File: config.mk
export PLATFORM = sky130hd
export DESIGN_NAME = br_resolve_top
export DESIGN_NICKNAME = d
export VERILOG_FILES = /design/src/rtl/br_pkg.sv /design/src/rtl/br_cond_eval.sv /design/src/rtl/br_range_check.sv /design/src/rtl/br_ctrl.sv /design/src/rtl/br_datapath.sv /design/src/rtl/br_resolve_top.sv
export SDC_FILE = /design/constraint.sdc
export NUM_CORES = 1
export LEC_CHECK = 0
export BUFFER_PORTS_ARGS = -buffer_cell sky130_fd_sc_hd__buf_2
export CAP_MARGIN = 40
export CELL_PAD_IN_SITES_DETAIL_PLACEMENT = 1
export CELL_PAD_IN_SITES_GLOBAL_PLACEMENT = 1
export CORE_MARGIN = 3
export CORE_UTILIZATION = 35
export CTS_CLUSTER_SIZE = 25
export DETAILED_ROUTE_END_ITERATION = 6
export PLACE_DENSITY_LB_ADDON = 0.1
export SYNTH_ARGS = -nofsm -noshare
export SYNTH_HDL_FRONTEND = slang
export SYNTH_SLANG_ARGS = --single-unit
File: constraint.sdc
create_clock -name clk -period 4.4 [get_ports clk]
set_input_delay 0 -clock clk [delete_from_list [all_inputs] [get_ports clk]]
set_output_delay 0 -clock clk [all_outputs]
set_load 0.02 [all_outputs]
File: src/rtl/br_pkg.sv
package br_pkg;

  typedef enum logic [2:0] {
    OP_JUMP          = 3'd0,
    OP_CALL          = 3'd1,
    OP_JUMP_REG      = 3'd2,
    OP_CALL_SWAP     = 3'd3,
    OP_CALL_REG      = 3'd4,
    OP_JUMP_BYTECODE = 3'd5,
    OP_BAD6          = 3'd6,
    OP_BAD7          = 3'd7
  } brOp_e;

  typedef enum logic [1:0] {
    ST_FIXED    = 2'd0,
    ST_COMPACT  = 2'd1,
    ST_BYTECODE = 2'd2,
    ST_EXT      = 2'd3
  } exState_e;

  typedef enum logic [1:0] {
    PC_SEQ = 2'd0,
    PC_IMM = 2'd1,
    PC_REG = 2'd2
  } pcSel_e;

  typedef enum logic [2:0] {
    RG_NONE    = 3'd0,
    RG_FIXED   = 3'd1,
    RG_C16     = 3'd2,
    RG_C16COND = 3'd3,
    RG_C32COND = 3'd4,
    RG_C32     = 3'd5
  } rangeCls_e;

  typedef struct packed {
    logic     taken;
    logic     linkWe;
    logic     fault;
    logic     linkOdd;
    logic     clrBit1;
    logic     longInstr;
    pcSel_e   pcSel;
    exState_e nextState;
  } brStrobe_t;

endpackage

File: src/rtl/br_cond_eval.sv
module br_cond_eval (
  input  logic [3:0] condCode,
  input  logic [3:0] condFlags,
  output logic       condPass,
  output logic       condAlways
);
  logic flagN, flagZ, flagC, flagV;

  always_comb begin
    flagN = condFlags[3];
    flagZ = condFlags[2];
    flagC = condFlags[1];
    flagV = condFlags[0];
    condAlways = (condCode == 4'd14) || (condCode == 4'd15);
    unique case (condCode)
      4'd0:    condPass = flagZ;
      4'd1:    condPass = !flagZ;
      4'd2:    condPass = flagC;
      4'd3:    condPass = !flagC;
      4'd4:    condPass = flagN;
      4'd5:    condPass = !flagN;
      4'd6:    condPass = flagV;
      4'd7:    condPass = !flagV;
      4'd8:    condPass = flagC && !flagZ;
      4'd9:    condPass = !flagC || flagZ;
      4'd10:   condPass = (flagN == flagV);
      4'd11:   condPass = (flagN != flagV);
      4'd12:   condPass = !flagZ && (flagN == flagV);
      4'd13:   condPass = flagZ || (flagN != flagV);
      default: condPass = 1'b1;
    endcase
  end
endmodule

File: src/rtl/br_range_check.sv
module br_range_check
  import br_pkg::*;
#(
  parameter int ADDR_W     = 32,
  parameter int FIXED_LOG2 = 25,
  parameter int C16_LOG2   = 11,
  parameter int C32C_LOG2  = 20,
  parameter int C32_LOG2   = 24,
  parameter int C16C_MIN   = -252,
  parameter int C16C_MAX   = 258
) (
  input  logic [2:0]        opKind,
  input  logic [1:0]        curState,
  input  logic              instrWide,
  input  logic              condAlways,
  input  logic [ADDR_W-1:0] immOffset,
  output logic              inRange
);
  localparam int XW = ADDR_W + 1;
  localparam logic signed [XW-1:0] FIXED_HI = XW'((64'sd1 <<< FIXED_LOG2) - 1);
  localparam logic signed [XW-1:0] FIXED_LO = -FIXED_HI - 1;
  localparam logic signed [XW-1:0] C16_HI   = XW'((64'sd1 <<< C16_LOG2) - 1);
  localparam logic signed [XW-1:0] C16_LO   = -C16_HI - 1;
  localparam logic signed [XW-1:0] C32C_HI  = XW'((64'sd1 <<< C32C_LOG2) - 1);
  localparam logic signed [XW-1:0] C32C_LO  = -C32C_HI - 1;
  localparam logic signed [XW-1:0] C32_HI   = XW'((64'sd1 <<< C32_LOG2) - 1);
  localparam logic signed [XW-1:0] C32_LO   = -C32_HI - 1;
  localparam logic signed [XW-1:0] C16C_HI  = XW'(C16C_MAX);
  localparam logic signed [XW-1:0] C16C_LO  = XW'(C16C_MIN);

  rangeCls_e rangeCls;
  logic signed [XW-1:0] offX;
  logic signed [XW-1:0] loLim, hiLim;
  logic compactSt;

  always_comb begin
    compactSt = (curState == ST_COMPACT) || (curState == ST_EXT);
    rangeCls  = RG_NONE;
    unique case (brOp_e'(opKind))
      OP_JUMP: begin
        if (!compactSt)       rangeCls = RG_FIXED;
        else if (instrWide)   rangeCls = condAlways ? RG_C32 : RG_C32COND;
        else                  rangeCls = condAlways ? RG_C16 : RG_C16COND;
      end
      OP_CALL, OP_CALL_SWAP: rangeCls = compactSt ? RG_C32 : RG_FIXED;
      default:               rangeCls = RG_NONE;
    endcase
  end

  always_comb begin
    offX = {immOffset[ADDR_W-1], immOffset};
    unique case (rangeCls)
      RG_FIXED:   begin loLim = FIXED_LO; hiLim = FIXED_HI; end
      RG_C16:     begin loLim = C16_LO;   hiLim = C16_HI;   end
      RG_C16COND: begin loLim = C16C_LO;  hiLim = C16C_HI;  end
      RG_C32COND: begin loLim = C32C_LO;  hiLim = C32C_HI;  end
      RG_C32:     begin loLim = C32_LO;   hiLim = C32_HI;   end
      default:    begin loLim = '0;       hiLim = '0;       end
    endcase
    inRange = (rangeCls == RG_NONE) || ((offX >= loLim) && (offX <= hiLim));
  end
endmodule

File: src/rtl/br_ctrl.sv
module br_ctrl
  import br_pkg::*;
(
  input  logic       opValid,
  input  logic [2:0] opKind,
  input  logic [1:0] curState,
  input  logic       instrWide,
  input  logic       condPass,
  input  logic       inRange,
  input  logic       regBit0,
  output brStrobe_t  strobes
);
  exState_e stateIn;
  brOp_e    op;
  logic     compactSt;
  logic     extSt;

  always_comb begin
    stateIn   = exState_e'(curState);
    op        = brOp_e'(opKind);
    compactSt = (stateIn == ST_COMPACT) || (stateIn == ST_EXT);
    extSt     = (stateIn == ST_EXT);

    strobes           = '0;
    strobes.pcSel     = PC_SEQ;
    strobes.nextState = stateIn;
    strobes.linkOdd   = compactSt;
    strobes.longInstr = !compactSt || instrWide;

    if (opValid && condPass) begin
      unique case (op)
        OP_JUMP, OP_CALL: begin
          if (!inRange) begin
            strobes.fault = 1'b1;
          end else begin
            strobes.taken  = 1'b1;
            strobes.pcSel  = PC_IMM;
            strobes.linkWe = (op == OP_CALL);
          end
        end
        OP_CALL_SWAP: begin
          if (extSt || !inRange) begin
            strobes.fault = 1'b1;
          end else begin
            strobes.taken     = 1'b1;
            strobes.linkWe    = 1'b1;
            strobes.pcSel     = PC_IMM;
            strobes.nextState = (stateIn == ST_COMPACT) ? ST_FIXED : ST_COMPACT;
            strobes.clrBit1   = (stateIn == ST_COMPACT);
          end
        end
        OP_JUMP_REG, OP_CALL_REG, OP_JUMP_BYTECODE: begin
          if (extSt) begin
            if (!regBit0) begin
              strobes.fault = 1'b1;
            end else begin
              strobes.taken     = 1'b1;
              strobes.pcSel     = PC_REG;
              strobes.linkWe    = (op == OP_CALL_REG);
              strobes.nextState = ST_EXT;
            end
          end else begin
            strobes.taken  = 1'b1;
            strobes.pcSel  = PC_REG;
            strobes.linkWe = (op == OP_CALL_REG);
            if (op == OP_JUMP_BYTECODE) begin
              strobes.nextState = ST_BYTECODE;
            end else begin
              strobes.nextState = regBit0 ? ST_COMPACT : ST_FIXED;
              strobes.clrBit1   = !regBit0;
            end
          end
        end
        default: strobes.fault = 1'b1;
      endcase
    end
  end
endmodule

File: src/rtl/br_datapath.sv
module br_datapath
  import br_pkg::*;
#(
  parameter int ADDR_W = 32
) (
  input  logic              clk,
  input  logic              rstN,
  input  logic              opValid,
  input  logic [ADDR_W-1:0] curPc,
  input  logic [ADDR_W-1:0] immOffset,
  input  logic [ADDR_W-1:0] regTarget,
  input  brStrobe_t         strobes,
  output logic              resultValid,
  output logic              brTaken,
  output logic [ADDR_W-1:0] nextPc,
  output logic [1:0]        nextState,
  output logic              linkWe,
  output logic [ADDR_W-1:0] linkData,
  output logic              fault
);
  localparam logic [ADDR_W-1:0] STEP_SHORT = ADDR_W'(2);
  localparam logic [ADDR_W-1:0] STEP_LONG  = ADDR_W'(4);

  logic [ADDR_W-1:0] seqPc, immPc, rawTgt, tgtPc, pcD, linkD;

  always_comb begin
    seqPc = curPc + (strobes.longInstr ? STEP_LONG : STEP_SHORT);
    immPc = curPc + immOffset;
    unique case (strobes.pcSel)
      PC_IMM:  rawTgt = immPc;
      PC_REG:  rawTgt = regTarget;
      default: rawTgt = seqPc;
    endcase
    tgtPc    = rawTgt;
    tgtPc[0] = 1'b0;
    if (strobes.clrBit1) tgtPc[1] = 1'b0;
    pcD      = strobes.taken ? tgtPc : seqPc;
    linkD    = seqPc | ADDR_W'(strobes.linkOdd);
  end

  always_ff @(posedge clk) begin
    if (!rstN) begin
      resultValid <= 1'b0;
      brTaken     <= 1'b0;
      linkWe      <= 1'b0;
      fault       <= 1'b0;
      nextPc      <= '0;
      nextState   <= ST_FIXED;
      linkData    <= '0;
    end else begin
      resultValid <= opValid;
      brTaken     <= strobes.taken;
      linkWe      <= strobes.linkWe;
      fault       <= strobes.fault;
      nextPc      <= pcD;
      nextState   <= strobes.nextState;
      linkData    <= linkD;
    end
  end


  fault_quiet_chk: assert property (@(posedge clk) disable iff (!rstN)
    fault |-> (!brTaken && !linkWe));


  fallthru_link_chk: assert property (@(posedge clk) disable iff (!rstN)
    (resultValid && !brTaken) |-> (nextPc == {linkData[ADDR_W-1:1], 1'b0}));


  target_align_chk: assert property (@(posedge clk) disable iff (!rstN)
    brTaken |-> (nextPc[0] == 1'b0));
endmodule

File: src/rtl/br_resolve_top.sv
module br_resolve_top
  import br_pkg::*;
#(
  parameter int ADDR_W = 32
) (
  input  logic              clk,
  input  logic              rstN,
  input  logic              opValid,
  input  logic [2:0]        opKind,
  input  logic [3:0]        condCode,
  input  logic [3:0]        condFlags,
  input  logic [1:0]        curState,
  input  logic [ADDR_W-1:0] curPc,
  input  logic              instrWide,
  input  logic [ADDR_W-1:0] immOffset,
  input  logic [ADDR_W-1:0] regTarget,
  output logic              resultValid,
  output logic              brTaken,
  output logic [ADDR_W-1:0] nextPc,
  output logic [1:0]        nextState,
  output logic              linkWe,
  output logic [ADDR_W-1:0] linkData,
  output logic              fault
);
  logic      condPass, condAlways, inRange;
  brStrobe_t strobes;

  br_cond_eval uCond (
    .condCode  (condCode),
    .condFlags (condFlags),
    .condPass  (condPass),
    .condAlways(condAlways)
  );

  br_range_check #(.ADDR_W(ADDR_W)) uRange (
    .opKind    (opKind),
    .curState  (curState),
    .instrWide (instrWide),
    .condAlways(condAlways),
    .immOffset (immOffset),
    .inRange   (inRange)
  );

  br_ctrl uCtrl (
    .opValid  (opValid),
    .opKind   (opKind),
    .curState (curState),
    .instrWide(instrWide),
    .condPass (condPass),
    .inRange  (inRange),
    .regBit0  (regTarget[0]),
    .strobes  (strobes)
  );

  br_datapath #(.ADDR_W(ADDR_W)) uData (
    .clk        (clk),
    .rstN       (rstN),
    .opValid    (opValid),
    .curPc      (curPc),
    .immOffset  (immOffset),
    .regTarget  (regTarget),
    .strobes    (strobes),
    .resultValid(resultValid),
    .brTaken    (brTaken),
    .nextPc     (nextPc),
    .nextState  (nextState),
    .linkWe     (linkWe),
    .linkData   (linkData),
    .fault      (fault)
  );


  swap_flip_chk: assert property (@(posedge clk) disable iff (!rstN)
    (brTaken && $past(opKind) == 3'd3) |-> (nextState != $past(curState)));


  ext_keep_chk: assert property (@(posedge clk) disable iff (!rstN)
    (brTaken && $past(curState) == 2'd3) |-> (nextState == 2'd3));


  hold_state_chk: assert property (@(posedge clk) disable iff (!rstN)
    (resultValid && !brTaken) |-> (nextState == $past(curState)));


  link_kind_chk: assert property (@(posedge clk) disable iff (!rstN)
    linkWe |-> ($past(opKind) == 3'd1 || $past(opKind) == 3'd3 || $past(opKind) == 3'd4));


  idle_chk: assert property (@(posedge clk) disable iff (!rstN)
    !resultValid |-> (!brTaken && !linkWe && !fault));
endmodule

==> results of run 1 <==
-- cells in the final DEF, fill, tap and decap left out, types with 8 or more instances in the layout --
cell and count:
a211oi_1 13, buf_4 29, and3_1 18, a21o_1 19, nor2b_1 9, nor2_1 63
a22oi_1 17, a21oi_1 66, xnor2_1 30, ha_1 84, nor3_1 10, o21ai_0 48
xor2_1 16, and2_1 14, nor4_1 9, dfxtp_1 70, nand4_1 18, nand3_1 32
clkbuf_16 9, buf_2 183, o31ai_1 18, a31oi_1 9, nand2b_1 11, inv_1 35
nand2_1 61, or3_1 8
-- timing repair --
item                                    in CTS  in global routing
endpoints found under the setup margin       0                  2
hold buffers                                 2                  0
buffers inserted                             0                  1
gates resized for setup                      0                  2
hold endpoints to repair                     2                  0
-- registers in the layout (all words and copies together) (netlist names) --
| register | count |
|---|---|
| uData.linkData | 32 |
| uData.linkWe | 1 |
| uData.fault | 1 |
| uData.nextState | 2 |
| uData.resultValid | 1 |
| uData.brTaken | 1 |
| uData.nextPc | 32 |
-- routing by layer --
| metal | routed length (um) | up-vias |
|---|---|---|
| li1 | - | 3481 |
| met1 | 12300 | 3420 |
| met2 | 11400 | 193 |
| met3 | 1240 | 17 |
| met4 | 288 | 0 |
| met5 | 0 | - |
-- metrics by stage --
| step | total power [mW] | cells |
|---|---|---|
| finish | 2.18 | 1250 |
| global route | 2.31 | 1250 |
| CTS | 2.20 | 1249 |
| detailed placement | 1.45 | 1232 |
| global placement | 1.44 | 1231 |
| floorplan | 1.17 | 826 |
-- power groups by stage --
stage	logic, mW	clock network (mW)	registers (mW)
after floorplan	0.415	0	0.752
after global placement	0.743	0	0.700
after detailed placement	0.754	0	0.701
after CTS	0.758	0.753	0.687
after global routing	0.842	0.778	0.690
final	0.762	0.735	0.687
-- Yosys cell counts (7+ instances only) --
| library cell | instances |
|---|---|
| a211oi_1 | 13 |
| a21o_1 | 19 |
| a21oi_1 | 66 |
| a22oi_1 | 17 |
| a311oi_1 | 7 |
| a31oi_1 | 9 |
| and2_1 | 14 |
| and3_1 | 18 |
| clkbuf_1 | 31 |
| dfxtp_1 | 70 |
| ha_1 | 84 |
| inv_1 | 36 |
| nand2_1 | 62 |
| nand2b_1 | 11 |
| nand3_1 | 32 |
| nand3b_1 | 7 |
| nand4_1 | 18 |
| nor2_1 | 63 |
| nor2b_1 | 9 |
| nor3_1 | 10 |
| nor4_1 | 9 |
| o211ai_1 | 7 |
| o21ai_0 | 48 |
| o31ai_1 | 18 |
| or3_1 | 8 |
| xnor2_1 | 30 |
| xor2_1 | 16 |
-- final cells by class --
| type | count | area share [%] |
|---|---|---|
| repair buffers | 215 | 14.5 |
| flip-flops and latches | 70 | 17.3 |
| inverters | 37 | 1.76 |
| clock buffers | 9 | 2.78 |
| well taps | 229 | 3.54 |
| clock inverters | 6 | 0.789 |
| multi-input cells | 684 | 59.3 |
-- cell families after synthesis --
family	synth area share, %
xor gates and xnor gates	6.23
and+or+nand+nor	23.0
muxes	1.45
adders and majority gates	16.9
DFF	21.7
buffers and inverters	4.35
AOI/OAI and AO/OA	26.4
-- critical path, cell delays in order --
cell	delay [ns]
buf_2	0.09
inv_1	0.04
nor2_1	0.16
inv_1	0.08
or4_4	0.42
nand2b_1	0.19
nand2_2	0.18
ha_1	0.28
a21oi_1	0.14
o21ai_0	0.09
a221o_1	0.34
a2111oi_4	0.37
o21ai_0	0.21
or3_1	0.38
inv_1	0.08
ha_1	0.27
clkinvlp_4	0.20
buf_4	0.20
or3_1	0.31
mux2i_1	0.15
o221a_2	0.21
-- final timing paths --
path,end,slack (ns),cells after the start
setup / recovery,uData.nextPc[27],0.29,21
hold / removal,uData.nextPc[18],0.02,3
==> run_results.csv, run 1 <==
group,metric,value,unit
run_status,outcome,"complete, no violations",
global_routing,first_global_vias,7094,
route,route.detailed.wl_per_inst,20.2,um
sta,worst_hold_slack,0.0177,ns
job,max_cap_violations,0,
synth,ys_ff_latch,70,
power_and_ir_drop,cellLeakagePower,3.70,nW
final_layout,area_of_the_multi_input_gates,4800,um2
floorplanning,die_w,142,um
worst_setup_path,startpoint,"curState[0]",
final_layout,register_area,1400,um2
route,final_antenna_net_count,0,
power_and_ir_drop,power_switching_share,35.9,%
sta,timing_worst_slew_pin_value,0.880,ns
final_layout,layout.nets,1216,
floorplanning,start_util,35.8,%
worst_setup_path,required,4.68,ns
synth,synth-edff-count,0,
final_layout,layout-drive-gt1-share,24.5,%
synth,yosysWarnings,0,
final_layout,n_fill_cell,2273,
synth,syn_inst,826,
placed_design,placed_instance_area,7770,um2
global_routing,number_of_antenna_violations_at_the_first_check_in_global_routing,0,
power_and_ir_drop,worst_ir_drop_vdd,0.164,mV
placed_design,hpwlAfterDp,20700,um
synth,synth_sequential_area_ratio,21.7,%
route,firstDrtPassIters,4,
sta,postLayoutSetupSlackWorst,0.295,ns
synth,synthFlopType,"dfxtp_1",
placed_design,place_ws,-0.0524,ns
sta,finalSetupViolations,0,
synth,avgSynthCellArea,7.83,um2
global_routing,grt_start_max_net_pins,53,
power_and_ir_drop,switching_power,783,uW
global_routing,grt_first_pass_wirelength,38900,um
global_routing,busiest_layer,"met2",
placed_design,port_buf_inserts,182,
sta,fmaxAchievable,0.244,GHz
clock_tree,cts-buffers-inserted,9,
route,drt-initial-drc-count,299,
route,drc,0,
clock_tree,cts-root-to-sink-buffers,2,
final_layout,antenna_cells,0,
worst_hold_path,hold_path_class,"in2reg",
final_layout,area_overhead_vs_synth,25.0,%
worst_setup_path,cp-end-kind,"flip-flop",
global_routing,grt_util_met1,34.9,%
worst_setup_path,timing.critical_path.fanout_max,9,
floorplanning,die_area,20200,um2
route,viasPerCell,5.69,
global_routing,globalRouteMet2Util,39.7,%
final_layout,postLayoutCoreUtil,44.7,%
worst_setup_path,path_class,"in2reg",
power_and_ir_drop,internal_power,1.40,mW
synth,synth-async-reset-ratio,0,%
route,dr_total_vias,7111,
synth,yosys.cell_types.count,73,
global_routing,groute.usage.overall,24.4,%
floorplanning,io-pin-count,183,
power_and_ir_drop,power_share_of_the_sequential_group,31.5,%
clock_tree,clock_tree.htree_level_count,3,
floorplanning,coreArea,18100,um2
worst_hold_path,min-delay-start,"regTarget[18]",
clock_tree,clock_tree_root_driver_cell,"clkbuf_16",
global_routing,global_route.usage.met3,3.13,%
global_routing,overflow,0,
final_layout,post-route-cell-area,8090,um2
clock_tree,cts_sinks,70,
synth,synth.net_count,1025,
clock_tree,cts_tree,"built",
synth,synth_top_cells_by_area,"dfxtp_1 22%, ha_1 16%, a21oi_1 5.1%, xnor2_1 4.1%, o21ai_0 3.7%",
route,postRouteWirelength,25200,um
synth,synth_top_cell_area_share,21.7,%
synth,syn_area,6470,um2
power_and_ir_drop,power.density,270,nW/um2
sta,slew_violations,0,
sta,final_hold_viol_count,0,
synth,synthDominantAreaCellType,"dfxtp_1",
sta,total_neg_setup_slack,0,ns
worst_setup_path,critPathArrivalTime,4.39,ns
sta,slew_headroom,41.3,%
placed_design,globalplace.congestion,0.875,
floorplanning,die_y,142,um
clock_tree,clock_transition_at_path_regs,0.06,ns
sta,finalWorstPathRequiredPeriod,4.11,ns
power_and_ir_drop,comb_power_share,34.9,%
floorplanning,placementRows,49,
power_and_ir_drop,share_clk_of_total_power,33.7,%
worst_setup_path,timing.critical_path.from_type,"primary input",
sta,post-route-period-util,93.3,%
Note: power is estimated with default switching activity, not from simulation.
==> inputs of run 2 (changes only) <==
Settings changed: CORE_UTILIZATION 35 to 39.
Clock period 4.4 ns to 4.1 ns, I/O delays scaled along.
==> run_results.csv, run 2 (synthesized netlist as in run 1, its figures left out) <==
group,metric,value,unit
floorplanning,die_w,135,um
route,dr_total_vias,7328,
worst_setup_path,required,4.29,ns
route,postRouteWirelength,25600,um
power_and_ir_drop,comb_power_share,33.9,%
clock_tree,cts-root-to-sink-buffers,2,
worst_hold_path,hold_path_class,"in2reg",
route,drt-initial-drc-count,404,
worst_setup_path,critPathArrivalTime,4.02,ns
global_routing,number_of_antenna_violations_at_the_first_check_in_global_routing,0,
placed_design,hpwlAfterDp,20500,um
floorplanning,placementRows,46,
power_and_ir_drop,internal_power,1.58,mW
placed_design,globalplace.congestion,0.971,
sta,finalSetupViolations,0,
placed_design,port_buf_inserts,182,
global_routing,overflow,0,
clock_tree,clock_tree_root_driver_cell,"clkbuf_16",
floorplanning,coreArea,16100,um2
power_and_ir_drop,worst_ir_drop_vdd,0.205,mV
final_layout,layout.nets,1228,
final_layout,final_common_cell,"buf_2",
global_routing,grt_first_pass_wirelength,39600,um
route,viasPerCell,5.86,
route,route.detailed.wl_per_inst,20.5,um
global_routing,groute.usage.overall,27.6,%
final_layout,layout_common_cells,"182 x buf_2, 84 x ha_1, 70 x dfxtp_1",
sta,finalWorstPathRequiredPeriod,3.83,ns
floorplanning,io-pin-count,183,
clock_tree,postCtsSetupBuffers,0,
floorplanning,die_y,135,um
route,final_antenna_net_count,0,
job,max_cap_violations,0,
floorplanning,start_util,40.3,%
clock_tree,clock_transition_at_path_regs,0.06,ns
sta,slew_headroom,55.1,%
worst_setup_path,cp-end-kind,"flip-flop",
floorplanning,die_area,18200,um2
sta,total_neg_setup_slack,0,ns
worst_setup_path,timing.critical_path.buf_inv,4,
worst_hold_path,min_delay_path_depth,3,
power_and_ir_drop,power_share_of_the_sequential_group,29.8,%
power_and_ir_drop,power.density,301,nW/um2
power_and_ir_drop,switching_power,886,uW
sta,postLayoutSetupSlackWorst,0.270,ns
sta,slew_violations,0,
clock_tree,cts_sinks,70,
power_and_ir_drop,share_clk_of_total_power,36.4,%
final_layout,n_fill_cell,2071,
sta,post-route-period-util,93.4,%
final_layout,postLayoutCoreUtil,51.1,%
sta,timing_worst_slew_pin_value,0.666,ns
final_layout,layout-drive-gt1-share,25.4,%
route,drc,0,
worst_setup_path,critPathSlowestCell,"or4_4",
global_routing,grt_start_max_net_pins,53,
clock_tree,clock_tree.htree_level_count,3,
final_layout,area_overhead_vs_synth,26.9,%
clock_tree,cts-buffers-inserted,9,
worst_hold_path,worstHoldEndpoint,"uData.nextPc[9]",
worst_setup_path,timing.critical_path.from_type,"primary input",
worst_setup_path,critPathMaxStageDelay,0.42,ns
worst_setup_path,timing.critical_path.fanout_max,11,
worst_setup_path,critical_path.top_delay_family,"compound AO/OA/AOI/OAI gates",
run_status,outcome,"complete, no violations",
clock_tree,cts_tree,"built",
worst_setup_path,critical_path.cell_chain,"buf_2 > inv_1 > nor2_4 > inv_1 > or4_4 > nand2b_4 > nand2_4 > ha_1 > a21oi_1 > o21ai_0 > a221o_1 > a2111oi_4 > o21ai_2 > or3_1 > ha_1 > buf_4 > nand2_1 > o311ai_1 > a311oi_1 > a211oi_1",
power_and_ir_drop,cellLeakagePower,3.79,nW
route,firstDrtPassIters,5,
worst_hold_path,min-delay-start,"regTarget[9]",
power_and_ir_drop,power_switching_share,35.9,%
global_routing,first_global_vias,7164,
power_and_ir_drop,power_total,2.47,mW
sta,unrepaired_setup_endpoints_after_global_routing,"false",
placed_design,place_ws,-0.117,ns
sta,fmaxAchievable,0.261,GHz
final_layout,largest_registers,"uData.linkData: 32 flops, uData.nextPc: 32 flops, uData.nextState: 2 flops",
final_layout,antenna_cells,0,
sta,final_hold_viol_count,0,
worst_setup_path,path_class,"in2reg",
[run 2: power groups by stage]
stage / registers, mW / clock network (mW) / logic (mW)
final: 0.735 / 0.898 / 0.836
after global routing: 0.739 / 0.936 / 0.921
after CTS: 0.736 / 0.902 / 0.826
after detailed placement: 0.751 / 0 / 0.815
after global placement: 0.751 / 0 / 0.800
after floorplan: 0.807 / 0 / 0.447
[run 2: metal layers]
metal	vias to the layer above	wire length (um)	share of wire [%]	GRT usage, %
met5	-	0	0	0
met4	0	476	1.9	6.39
met3	38	1710	6.7	4.32
met2	280	11500	45	43.9
met1	3514	11800	46	39.5
li1	3496	-	-	-
[run 2: area by class of cell]
class / instances / area [um2] / share of cell area (%)
Clock inverter: 6 / 93.8 / 1.14
Multi-Input combinational cell: 684 / 4820 / 58.7
Tap cell: 216 / 270 / 3.29
Sequential cell: 70 / 1400 / 17.1
Inverter: 37 / 139 / 1.69
Timing Repair Buffer: 227 / 1260 / 15.3
Clock buffer: 10 / 229 / 2.79
[run 2: worst max path at each step]
stage | endpoint | slack, ns | cells past startpoint | startpoint
6_report | uData.nextPc[28] | 0.27 | 20 | curState[0]
4_1_cts | uData.nextPc[28] | 0.23 | 20 | curState[0]
3_5_place_dp | uData.nextPc[28] | -0.12 | 20 | curState[0]
5_1_grt | uData.nextPc[9] | 0.004 | 22 | curState[0]
3_3_place_gp | uData.nextPc[28] | -0.02 | 20 | curState[0]
2_1_floorplan | uData.nextPc[2] | 0.04 | 19 | curState[0]
[run 2: timing repair]
item,4_1_cts,5_1_grt
endpoints found under the setup margin,0,7
hold buffers,3,0
hold endpoints to repair,3,0
gates resized for setup,0,4
[run 2: through the flow]
stage,hold slack [ns],std cells,area (um2)
5_1_grt,0.0218,1250,8210
4_1_cts,0.00713,1250,8200
2_1_floorplan,0.121,826,6500
3_3_place_gp,0.305,1231,7850
6_report,0.0142,1250,8210
3_5_place_dp,0.317,1231,7850
[run 2: tightest hold or removal path, cell delays in order]
cell,delay (ns)
buf_2,0.08
a21oi_1,0.06
o31ai_1,0.18
==> inputs of run 3 (changes only) <==
Settings changed: RECOVER_POWER set to 25.
==> run_results.csv, run 3 (synthesized netlist as in run 1, its figures left out) <==
group,metric,value,unit
placed_design,hpwlAfterDp,20500,um
clock_tree,clock_tree.htree_level_count,3,
power_and_ir_drop,worst_ir_drop_vdd,0.207,mV
clock_tree,cts_tree,"built",
worst_setup_path,cp-end-kind,"flip-flop",
placed_design,globalplace.congestion,0.971,
route,drc,0,
clock_tree,cts-root-to-sink-buffers,2,
run_status,outcome,"complete, no violations",
final_layout,postLayoutCoreUtil,50.9,%
sta,finalWorstPathRequiredPeriod,3.82,ns
floorplanning,start_util,40.3,%
final_layout,layout_common_cells,"150 x buf_2, 84 x ha_1, 70 x dfxtp_1",
sta,slew_headroom,55.2,%
sta,slew_violations,0,
final_layout,final_common_cell,"buf_2",
floorplanning,coreArea,16100,um2
power_and_ir_drop,power.density,302,nW/um2
final_layout,layout.nets,1228,
final_layout,layout-drive-gt1-share,22.3,%
sta,total_neg_setup_slack,0,ns
route,drt-initial-drc-count,411,
final_layout,antenna_cells,0,
clock_tree,postCtsSetupBuffers,0,
worst_setup_path,timing.critical_path.from_type,"primary input",
route,route.detailed.wl_per_inst,20.5,um
final_layout,largest_registers,"uData.linkData: 32 flops, uData.nextPc: 32 flops, uData.nextState: 2 flops",
global_routing,number_of_antenna_violations_at_the_first_check_in_global_routing,0,
clock_tree,clock_transition_at_path_regs,0.06,ns
route,firstDrtPassIters,5,
sta,timing_worst_slew_pin_value,0.664,ns
final_layout,area_overhead_vs_synth,26.3,%
clock_tree,cts-buffers-inserted,9,
sta,final_hold_viol_count,0,
worst_setup_path,endpoint,"uData.nextPc[28]",
power_and_ir_drop,cellLeakagePower,3.67,nW
route,dr_total_vias,7336,
placed_design,placed_instance_area,7850,um2
job,max_cap_violations,0,
floorplanning,die_y,135,um
sta,unrepaired_setup_endpoints_after_global_routing,"false",
global_routing,first_global_vias,7164,
worst_setup_path,critical_path.cell_chain,"buf_2 > inv_1 > nor2_4 > inv_1 > or4_4 > nand2b_4 > nand2_4 > ha_1 > a21oi_1 > o21ai_0 > a221o_1 > a2111oi_4 > o21ai_2 > or3_1 > ha_1 > buf_4 > nand2_1 > o311ai_1 > a311oi_1 > a211oi_1",
clock_tree,cts_sinks,70,
placed_design,port_buf_inserts,182,
floorplanning,die_w,135,um
sta,worst_hold_slack,0.0125,ns
worst_setup_path,critPathSlowestCell,"or4_4",
sta,post-route-period-util,93.1,%
sta,fmaxAchievable,0.262,GHz
sta,finalSetupViolations,0,
final_layout,post-route-cell-area,8170,um2
worst_setup_path,path_class,"in2reg",
floorplanning,placementRows,46,
worst_setup_path,required,4.29,ns
route,viasPerCell,5.87,
worst_setup_path,critPathArrivalTime,4.01,ns
global_routing,grt_first_pass_wirelength,39600,um
worst_setup_path,timing.critical_path.fanout_max,11,
global_routing,groute.usage.overall,27.6,%
global_routing,grt_start_max_net_pins,53,
floorplanning,die_area,18200,um2
worst_setup_path,critPathMaxStageDelay,0.42,ns
route,postRouteWirelength,25700,um
route,final_antenna_net_count,0,
worst_hold_path,hold_path_class,"in2reg",
worst_setup_path,startpoint,"curState[0]",
global_routing,overflow,0,
floorplanning,io-pin-count,183,
clock_tree,clock_tree_root_driver_cell,"clkbuf_16",
## run 3: cell types whose count changed in the layout (fill, tap and decap cells not counted)
cell      before  now
and2_0         0    1
and2_1        14   13
buf_2        182  150
clkbuf_1       1   33
## run 3: stage by stage
step	std cells	setup WS (ns)	total power [mW]
floorplan	826	0.0369	1.25
global placement	1231	-0.0171	1.55
detailed placement	1231	-0.117	1.57
CTS	1250	0.229	2.46
global route	1250	0.00424	2.59
finish	1250	0.284	2.47
## run 3: area by class of cell
class / count / area [um2]
fillers: 2083 / 7890
multi-input cells: 684 / 4820
flip-flops and latches: 70 / 1400
repair buffers: 227 / 1220
well taps: 216 / 270
clock buffers: 10 / 229
inverters: 37 / 139
clock inverters: 6 / 93.8
## run 3: per-layer routing
| layer | vias to the layer above | routed length [um] | GRT usage, % |
|---|---|---|---|
| met2 | 267 | 11600 | 43.9 |
| met4 | 0 | 481 | 6.39 |
| met1 | 3534 | 12000 | 39.5 |
| met5 | - | 0 | 0 |
| met3 | 38 | 1660 | 4.32 |
| li1 | 3497 | - | - |
## run 3: power by group
part | switching (mW) | internal, mW | total, mW
clock | 0.361 | 0.540 | 0.901
combinational | 0.517 | 0.315 | 0.832
sequential | 0.0119 | 0.724 | 0.736
## run 3: worst min-delay path by stage
stage	start	to	slack, ns	depth (start not counted)
2_1_floorplan	curPc[0]	uData.linkData[0]	0.12	2
3_3_place_gp	regTarget[29]	uData.nextPc[29]	0.30	3
3_5_place_dp	opValid	uData.resultValid	0.32	2
4_1_cts	regTarget[18]	uData.nextPc[18]	0.007	3
5_1_grt	curPc[0]	uData.nextPc[0]	0.02	2
6_report	regTarget[9]	uData.nextPc[9]	0.01	3
## run 3: what timing repair did
item | 4_1_cts | 5_1_grt
hold buffers | 3 | 0
resized for setup | 0 | 4
endpoints found under the setup margin | 0 | 7
endpoints found under the hold margin | 3 | 0
## run 3: critical path, delay by kind of cell
kind	cells	cell delay [ns]
compound gates	8	1.73
simple gates	6	1.27
fa+ha+maj	2	0.56
buf+inv	4	0.45
